### src/rtl/set_bal_pkg.sv
package set_bal_pkg;
  typedef enum logic {ST_IDLE, ST_SEARCH} srch_st_e;
endpackage

### src/rtl/sb_core_cnt.sv
module sb_core_cnt #(
  parameter int CNT_W = 8
) (
  input  logic                    clk_i,
  input  logic                    rst_ni,
  input  logic                    clr_i,
  input  logic                    inc_i,
  input  logic                    dec_i,
  output logic signed [CNT_W-1:0] cnt_o
);
  localparam logic signed [CNT_W-1:0] MaxV = {1'b0, {(CNT_W-1){1'b1}}};
  localparam logic signed [CNT_W-1:0] MinV = {1'b1, {(CNT_W-1){1'b0}}};

  logic signed [CNT_W-1:0] cnt_q;

  always_ff @(posedge clk_i or negedge rst_ni) begin
    if (!rst_ni)                     cnt_q <= '0;
    else if (clr_i)                  cnt_q <= '0;
    else if (inc_i && cnt_q != MaxV) cnt_q <= cnt_q + 1'b1;
    else if (dec_i && cnt_q != MinV) cnt_q <= cnt_q - 1'b1;
  end

  assign cnt_o = cnt_q;


  sat_hi_chk: assert property (@(posedge clk_i) disable iff (!rst_ni)
    (cnt_q == MaxV && inc_i && !clr_i) |=> cnt_q == MaxV);

  inc_step_chk: assert property (@(posedge clk_i) disable iff (!rst_ni)
    (inc_i && !clr_i && cnt_q != MaxV) |=> cnt_q == $past(cnt_q) + 1'b1);

  clr_zero_chk: assert property (@(posedge clk_i) disable iff (!rst_ni)
    clr_i |=> cnt_q == '0);
endmodule

### src/rtl/sb_sum_abs.sv
module sb_sum_abs #(
  parameter int NUM_CORES = 4,
  parameter int CNT_W     = 8,
  parameter int SUM_W     = 11
) (
  input  logic [NUM_CORES-1:0][CNT_W-1:0] cnt_i,
  output logic [SUM_W-1:0]                abs_o
);
  logic [SUM_W-1:0] acc;

  always_comb begin
    acc = '0;
    for (int i = 0; i < NUM_CORES; i++)
      acc = acc + {{(SUM_W-CNT_W){cnt_i[i][CNT_W-1]}}, cnt_i[i]};
    abs_o = acc[SUM_W-1] ? (~acc + 1'b1) : acc;
  end
endmodule

### src/rtl/sb_search.sv
module sb_search
  import set_bal_pkg::*;
#(
  parameter int NUM_CORES = 4,
  parameter int FN_W      = 2,
  parameter int SUM_W     = 11,
  parameter int LIM_W     = 4,
  localparam int PTR_W    = $clog2(NUM_CORES)
) (
  input  logic                               clk_i,
  input  logic                               rst_ni,
  input  logic                               eval_i,
  input  logic [SUM_W-1:0]                   abs_i,
  input  logic [SUM_W-1:0]                   thresh_i,
  input  logic [LIM_W-1:0]                   limit_i,
  output logic [NUM_CORES-1:0][FN_W-1:0]     sel_o,
  output logic                               clr_o
);
  srch_st_e                       state_q, state_n;
  logic [NUM_CORES-1:0][FN_W-1:0] sel_q, sel_n, best_sel_q, best_sel_n;
  logic [SUM_W-1:0]               best_abs_q, best_abs_n;
  logic [LIM_W-1:0]               tries_q, tries_n;
  logic [PTR_W-1:0]               ptr_q, ptr_n;
  logic                           bal, better, do_step;

  assign bal    = abs_i <= thresh_i;
  assign better = abs_i < best_abs_q;

  always_comb begin
    state_n    = state_q;
    sel_n      = sel_q;
    best_sel_n = best_sel_q;
    best_abs_n = best_abs_q;
    tries_n    = tries_q;
    ptr_n      = ptr_q;
    clr_o      = 1'b0;
    do_step    = 1'b0;
    if (eval_i) begin
      if (state_q == ST_IDLE) begin
        if (!bal && limit_i != '0) begin
          best_abs_n = abs_i;
          best_sel_n = sel_q;
          tries_n    = '0;
          do_step    = 1'b1;
          state_n    = ST_SEARCH;
        end
      end else if (bal) begin
        state_n = ST_IDLE;
      end else begin
        if (better) begin
          best_abs_n = abs_i;
          best_sel_n = sel_q;
        end
        if (tries_q >= limit_i) begin
          sel_n   = better ? sel_q : best_sel_q;
          clr_o   = 1'b1;
          state_n = ST_IDLE;
        end else begin
          do_step = 1'b1;
        end
      end
    end
    if (do_step) begin
      sel_n[ptr_q] = sel_q[ptr_q] + 1'b1;
      ptr_n        = (ptr_q == PTR_W'(NUM_CORES-1)) ? '0 : ptr_q + 1'b1;
      tries_n      = tries_n + 1'b1;
      clr_o        = 1'b1;
    end
  end

  always_ff @(posedge clk_i or negedge rst_ni) begin
    if (!rst_ni) begin
      state_q    <= ST_IDLE;
      sel_q      <= '0;
      best_sel_q <= '0;
      best_abs_q <= '0;
      tries_q    <= '0;
      ptr_q      <= '0;
    end else begin
      state_q    <= state_n;
      sel_q      <= sel_n;
      best_sel_q <= best_sel_n;
      best_abs_q <= best_abs_n;
      tries_q    <= tries_n;
      ptr_q      <= ptr_n;
    end
  end

  assign sel_o = sel_q;


  sel_hold_chk: assert property (@(posedge clk_i) disable iff (!rst_ni)
    !eval_i |=> $stable(sel_q));

  no_lim_chk: assert property (@(posedge clk_i) disable iff (!rst_ni)
    (state_q == ST_IDLE && limit_i == '0) |=> state_q == ST_IDLE);

  bal_idle_chk: assert property (@(posedge clk_i) disable iff (!rst_ni)
    (state_q == ST_IDLE && eval_i && abs_i <= thresh_i) |=> $stable(sel_q));
endmodule

### src/rtl/set_bal_ctrl.sv
module set_bal_ctrl #(
  parameter int NUM_CORES = 4,
  parameter int SET_W     = 10,
  parameter int CNT_W     = 8,
  parameter int FN_W      = 2,
  parameter int LIM_W     = 4,
  localparam int CORE_W   = $clog2(NUM_CORES),
  localparam int SUM_W    = CNT_W + $clog2(NUM_CORES) + 1
) (
  input  logic                      clk_i,
  input  logic                      rst_ni,
  input  logic                      acc_valid_i,
  input  logic [CORE_W-1:0]         acc_core_i,
  input  logic [SET_W-1:0]          acc_set_i,
  input  logic                      acc_first_i,
  input  logic                      acc_shared_i,
  input  logic                      eval_i,
  input  logic [SUM_W-1:0]          thresh_i,
  input  logic [LIM_W-1:0]          limit_i,
  output logic [NUM_CORES*FN_W-1:0] fn_sel_o
);
  logic [NUM_CORES-1:0][CNT_W-1:0] cnt;
  logic [NUM_CORES-1:0][FN_W-1:0]  sel;
  logic [SUM_W-1:0]                abs_sum;
  logic                            clr;
  logic                            counted;

  assign counted = acc_valid_i && acc_first_i && acc_shared_i;

  for (genvar g = 0; g < NUM_CORES; g++) begin : g_core
    logic hit;
    assign hit = counted && (acc_core_i == CORE_W'(g));
    sb_core_cnt #(.CNT_W(CNT_W)) u_cnt (
      .clk_i (clk_i),
      .rst_ni(rst_ni),
      .clr_i (clr),
      .inc_i (hit &&  acc_set_i[SET_W-1]),
      .dec_i (hit && !acc_set_i[SET_W-1]),
      .cnt_o (cnt[g])
    );
  end

  sb_sum_abs #(.NUM_CORES(NUM_CORES), .CNT_W(CNT_W), .SUM_W(SUM_W)) u_sum (
    .cnt_i(cnt),
    .abs_o(abs_sum)
  );

  sb_search #(.NUM_CORES(NUM_CORES), .FN_W(FN_W), .SUM_W(SUM_W), .LIM_W(LIM_W)) u_srch (
    .clk_i   (clk_i),
    .rst_ni  (rst_ni),
    .eval_i  (eval_i),
    .abs_i   (abs_sum),
    .thresh_i(thresh_i),
    .limit_i (limit_i),
    .sel_o   (sel),
    .clr_o   (clr)
  );

  assign fn_sel_o = sel;


  ignore_chk: assert property (@(posedge clk_i) disable iff (!rst_ni)
    (!counted && !clr) |=> $stable(cnt));
endmodule

### config.mk
export PLATFORM = sky130hd
export DESIGN_NAME = set_bal_ctrl
export DESIGN_NICKNAME = d
export VERILOG_FILES = /design/src/rtl/set_bal_pkg.sv /design/src/rtl/sb_core_cnt.sv /design/src/rtl/sb_sum_abs.sv /design/src/rtl/sb_search.sv /design/src/rtl/set_bal_ctrl.sv
export SDC_FILE = /design/constraint.sdc
export NUM_CORES = 1
export LEC_CHECK = 0
export CORE_MARGIN = 4
export CORE_UTILIZATION = 60
export CTS_CLUSTER_SIZE = 8
export DETAILED_ROUTE_END_ITERATION = 7
export PLACE_DENSITY = 0.9
export SETUP_SLACK_MARGIN = 0.5
export SLEW_MARGIN = 20
export SYNTH_ARGS = -nofsm -noshare
export SYNTH_HDL_FRONTEND = slang
export SYNTH_HIERARCHICAL = 1
export SYNTH_SLANG_ARGS = --single-unit
### constraint.sdc
create_clock -name clk_i -period 16.4 [get_ports clk_i]
set_input_delay 1.64 -clock clk_i [delete_from_list [all_inputs] [get_ports clk_i]]
set_output_delay 1.64 -clock clk_i [all_outputs]
set_load 0.02 [all_outputs]
# == After elaboration in Yosys (flattened, before gate mapping) ==
# Cells that the tools add are included.
# classes
muxes,46
n_reduce_logical,35
multipliers,0
shift,0
eq_ne,14
n_addsub,15
div,0
bitwise,1
magnitude_cmp,5
# ops
operator,n
8-bit two-way mux,21
"8-bit != test, second input constant",8
11-bit two-way mux,5
"8-bit by 1-bit adder with 8-bit output, second input constant",4
"8-bit by 1-bit subtractor with 8-bit output, second input constant",4
1-bit logical AND,24
11-bit adder,2
4-bit two-way mux,4
3-bit nonzero test,4
"11-bit by 1-bit adder with 11-bit output, second input constant",1
11-bit less-or-equal comparator,1
11-bit less-than comparator,1
11-bit NOT,1
1-bit two-way mux,10
8-bit by 8-bit adder with 9-bit output,1
8-bit bitwise mux,1
"2-bit == test, second input constant",3
2-bit two-way mux,3
"2-bit by 1-bit adder with 2-bit output, second input constant",2
"4-bit by 1-bit adder with 4-bit output, second input constant",1
2-bit binary-select mux with 2-bit select,1
2-bit demux with 2-bit select,1
4-bit greater-or-equal comparator,1
"2-bit != test, second input constant",2
other kinds (9),10
# word_totals
rom_bits,0
output_inout_bits,8
input_bits,33
ff_bits,66
latchBits,0
ramBits,0
memories,0

# == Longest topological paths before layout ==
# logic_depth
depth_word,14
ltp_mapped,22
ltp_nobuf,22

# == Modules after synthesis ==
# Netlist, hierarchy kept.
# by_module_without_submodules
mod,seq_area_each_um2,n_inst,cells_per_inst,area_each_um2
sb_search,850.8,1,227,2388.5
sb_core_cnt (g_core[0].u_cnt ...),200.2,3,72,691.9
sb_sum_abs,0.0,1,138,1137.3
sb_core_cnt (g_core[2].u_cnt),200.2,1,72,678.2
set_bal_ctrl,0.0,1,14,70.1

# == Worst setup path after synthesis ==
# No wires, ideal clock.
# synth_timing
kind,register to register
from,register g_core[0].u_cnt.cnt_q[1]
to,register g_core[3].u_cnt.cnt_q[7]
arrival_ns,5.713
path_slack_ns,10.622
required_ns,16.335
path_stages_with_launch,21
period_less_slack_ns,5.778
setup_time_ns,0.065
cell_sequence,dfrtp_1 -> inv_1 -> fa_1 -> inv_1 -> fa_1 -> ha_1 -> fa_1 -> or3_1 -> nor2_1 -> o221ai_1 -> o32a_1 -> o32ai_1 -> ha_1 -> a21oi_1 -> nor2b_1 -> or3_4 -> o21ai_4 -> nor2_1 -> or4_1 -> a211o_1 -> nand2_1
# synth_between
elab_chain_len,14
word_cells_on_any_way,19
cone_classes,4 x add/sub; 1 x order compare; 10 x mux; 1 x bitwise; 3 x reduce/logical
# synth_rtl
item,line,source
from (decl),sb_core_cnt.sv:14,logic signed [CNT_W-1:0] cnt_q;
from (signal assigned),sb_core_cnt.sv:19,else if (inc_i && cnt_q != MaxV) cnt_q <= cnt_q + 1'b1;
from (signal assigned),sb_core_cnt.sv:20,else if (dec_i && cnt_q != MinV) cnt_q <= cnt_q - 1'b1;
8-bit by 8-bit adder with 9-bit output (*),sb_sum_abs.sv:14,"acc = acc + {{(SUM_W-CNT_W){cnt_i[i][CNT_W-1]}}, cnt_i[i]};"
11-bit adder (*) (2 in series),sb_sum_abs.sv:14,
11-bit NOT,sb_sum_abs.sv:15,abs_o = acc[SUM_W-1] ? (~acc + 1'b1) : acc;
11-bit by 1-bit adder with 11-bit output,sb_sum_abs.sv:15,
11-bit two-way mux (*),sb_sum_abs.sv:15,
net abs_sum[9],set_bal_ctrl.sv:24,logic [SUM_W-1:0] abs_sum;
11-bit less-or-equal comparator (*),sb_search.sv:26,assign bal = abs_i <= thresh_i;
1-bit logical NOT,sb_search.sv:40,if (!bal && limit_i != '0) begin
1-bit logical AND,sb_search.sv:40,
1-bit two-way mux,sb_search.sv:40,
1-bit two-way mux,sb_search.sv:39,if (state_q == ST_IDLE) begin
1-bit two-way mux,sb_search.sv:38,if (eval_i) begin
1-bit two-way mux (*),sb_search.sv:63,if (do_step) begin
net clr,set_bal_ctrl.sv:25,logic clr;
3-bit nonzero test (no source line) / 8-bit two-way mux (equally long branches),-,
to (signal assigned),sb_core_cnt.sv:19,
to (signal assigned),sb_core_cnt.sv:20,
to (decl),sb_core_cnt.sv:14,
# Mark *: on every way through the listed nets, which the timed path passes. The rest lies on a longest branch.
# A chain may end at the register's enable or synchronous reset.

# == Final worst setup path ==
# Ends and elaborated chain as after synthesis.

==> impl_metrics.yaml <==
critical_path:
  cp_slowest_cell: "nor4_1"
  critPathLaunchType: "flip-flop"
  cp_common_cell: "fa_1"
  path_max_fanout: 48
  path_cells: "inv_1 -> fa_1 -> inv_1 -> fa_1 -> ha_1 -> fa_1 -> or3_1 -> nor2_1 -> o221ai_1 -> o32a_1 -> o32ai_1 -> ha_1 -> nand4_1 -> nor4_1 -> nor2_1 -> o21ai_4 -> nor2_2 -> buf_4 -> or4_1 -> a211o_1 -> nand2_1"
  critPathRequiredTime_ns: 16.70
  worstPathArrival_ns: 7.16
  crit_type: "flip-flop to flip-flop"
  max_stage_delay_ns: 0.60
  end_kind: "flip-flop"
clocking:
  post-cts-setup-buffers: 0
  cts_root_buf: "clkbuf_8"
  clockBufferDepth: 2
  h-tree-depth: 3
  cts.hold.buffers_added: 0
  clk_latency_ns: 0.37
  cts_resized: 0
  numCtsBuffers: 9
  path_clk_slew_ns: 0.08
  cts.sinks: 66
  cts_tree: "done"
synthesis:
  synth.area.top_cells: "dfrtp_1 26%, ha_1 13%, fa_1 6.6%"
  synth_ff_type: "dfrtp_1"
  synth_top_area_cell: "dfrtp_1"
  synth_edf_count: 0
  synth_most_common_cell: "inv_1"
  avgSynthCellArea_um2: 9.52
  synth.top_cells.by_count: "83 x inv_1, 66 x dfrtp_1, 64 x ha_1, 52 x nor2_1, 30 x a21oi_1"
  synth-async-reset-ratio_pct: 100
  synth.top_cell.area_share_pct: 26.0
  netlist_instances: 667
  seq_area_frac_synth_pct: 26.0
  yosys_register_bits: 66
  syn-cell-area_um2: 6350
  yosysWarningCount: 6
  syn_nets: 785
  ys_types: 81
floorplanning:
  dieArea_um2: 12300
  pin_count: 41
  coreArea_um2: 10300
  row_count: 37
  die_h_um: 111
  initial_core_util_pct: 61.5
  dieWidth_um: 111
timing:
  fin_crit_sh_pct: 41.8
  finalMaxSlewViolations: 0
  setup_viol: 0
  max_freq_mhz: 146
  slew_headroom_pct: 37.4
  grt_setup_unrepaired: "no"
  setup_tns_ns: 0
  timing.final.hold_violations: 0
  period_needed_ns: 6.86
  tightest_slew_ns: 0.932
  finalClockSkew_ns: 0.0142
detailed_routing:
  drc: 0
  drt_iter0_markers: 417
  firstDrtPassIters: 5
  via_per_inst: 6.30
  drt-wirelength-per-cell_um: 17.2
  finalWirelength_um: 14500
  vias: 5306
  antenna_left: 0
placed_design:
  place_hpwl_um: 10600
  place_congestion: 0.879
  io_buffers: 31
final_layout:
  area_growth_pct: 10.3
  post_route_cells_drive_above_1_share_pct: 13.2
  finalNetCount: 819
  n_antenna_cell: 0
grt:
  antenna_found_initial: 0
  grt_usage_pct: 23.7
  grt_pass1_wl_um: 24600
  grt_pass1_vias: 5334
  grt_start_max_net_pins: 67
  grt.overflow.total: 0
flow_run:
  cap_viol_max_count: 0
outcome:
  status: "finished clean"
min_path:
  hold_class: "flip-flop to flip-flop"
[flip-flops by register name, indices dropped and copies added (netlist names)]
name                flops
u_srch/state_q          1
u_srch/tries_q          4
u_srch/best_abs_q      11
u_srch/sel_o            8
g_core.u_cnt/cnt_o     32
u_srch/ptr_q            2
u_srch/best_sel_q       8
[logic make-up (layout without fill, tap and decap cells)]
| logic type | Yosys count | after routing | synth area share, % |
|---|---|---|---|
| buffers and inverters | 97 | 136 | 6.11 |
| muxes | 40 | 40 | 7.74 |
| xor gates and xnor gates | 25 | 25 | 3.45 |
| AOI/OAI and AO/OA | 151 | 151 | 18.8 |
| DFF | 66 | 66 | 26.0 |
| and+or+nand+nor | 203 | 203 | 18.6 |
| adders and majority gates | 85 | 85 | 19.2 |
[area by class of cell]
class                      instances  area, um^2
multi-input combinational        504        4310
fill                             756        3320
sequential                        66        1650
timing repair buffer              34         335
inverter                          86         323
tap                              136         170
clock buffer                      11         151
clock inverter                     5        62.6
[through the flow]
| stage | worst slack (ns) | hold slack, ns | util, % | instances | instance area [um^2] |
|---|---|---|---|---|---|
| CTS | 9.59 | 0.507 | 67.7 | 841 | 6990 |
| floorplan | 10.62 | 0.473 | - | 667 | 6350 |
| finish | 9.54 | 0.506 | 67.9 | 842 | 7010 |
| global placement | 9.85 | 0.481 | 65.7 | 825 | 6780 |
| detailed placement | 9.66 | 0.489 | 65.7 | 825 | 6780 |
| global route | 9.19 | 0.530 | 67.9 | 842 | 7010 |
[worst paths after layout]
check	startpoint	endpoint	slack (ns)	cells after the start
worst max-delay path	g_core[0].u_cnt/cnt_o[1]	g_core[3].u_cnt/cnt_o[7]	9.54	21
worst min-delay path	u_srch/best_sel_q[4]	u_srch/best_sel_q[4]	0.51	1
worst max register to register	g_core[0].u_cnt/cnt_o[1]	g_core[3].u_cnt/cnt_o[7]	9.54	21
worst min register to register	u_srch/best_sel_q[4]	u_srch/best_sel_q[4]	0.51	1
max in group asynchronous	rst_ni	g_core[2].u_cnt/cnt_o[5]	14.37	2
min in group asynchronous	rst_ni	u_srch/best_abs_q[7]	1.46	2
[worst max-delay path: cells and delay by family, from the launching register on]
| kind | cells | cell delay, ns |
|---|---|---|
| buffers and inverters | 3 | 0.46 |
| DFF | 1 | 0.46 |
| adders and majority gates | 5 | 2.02 |
| and+or+nand+nor | 8 | 2.19 |
| AOI/OAI and AO/OA | 5 | 1.63 |
[routing by layer]
metal  part of all wire (%)  up-vias  wire length [um]  GRT usage (%)
met2                     51      197              7410           42.3
met5                      0        -                 0              0
met3                    5.0       21               723           4.31
met4                    1.5        0               223           8.05
met1                     42     2597              6140           28.7
li1                       -     2491                 -              -
[layout by cell type (no fill, tap or decap), types with 5 or more instances in the layout]
master / count
o21ai_0: 14
nand3_1: 12
or3_1: 8
nor2b_1: 9
nand2b_1: 10
mux2i_1: 15
and4_1: 8
clkbuf_8: 11
nand4_1: 9
or4_1: 8
fa_1: 21
nor2_1: 51
a21o_2: 7
o211ai_1: 5
a21o_1: 7
nand2_1: 24
inv_1: 83
nor3_1: 17
a311o_1: 8
clkdlybuf4s50_1: 30
mux2_2: 12
ha_1: 64
a2111o_1: 6
o21a_1: 15
o22ai_1: 6
xnor2_1: 21
a21oi_1: 30
a211oi_1: 6
dfrtp_1: 66
mux2_4: 10
Power is left out: the tool's default activity adds up to more than one toggle a clock period on the data nets, which glitch-free logic cannot reach.
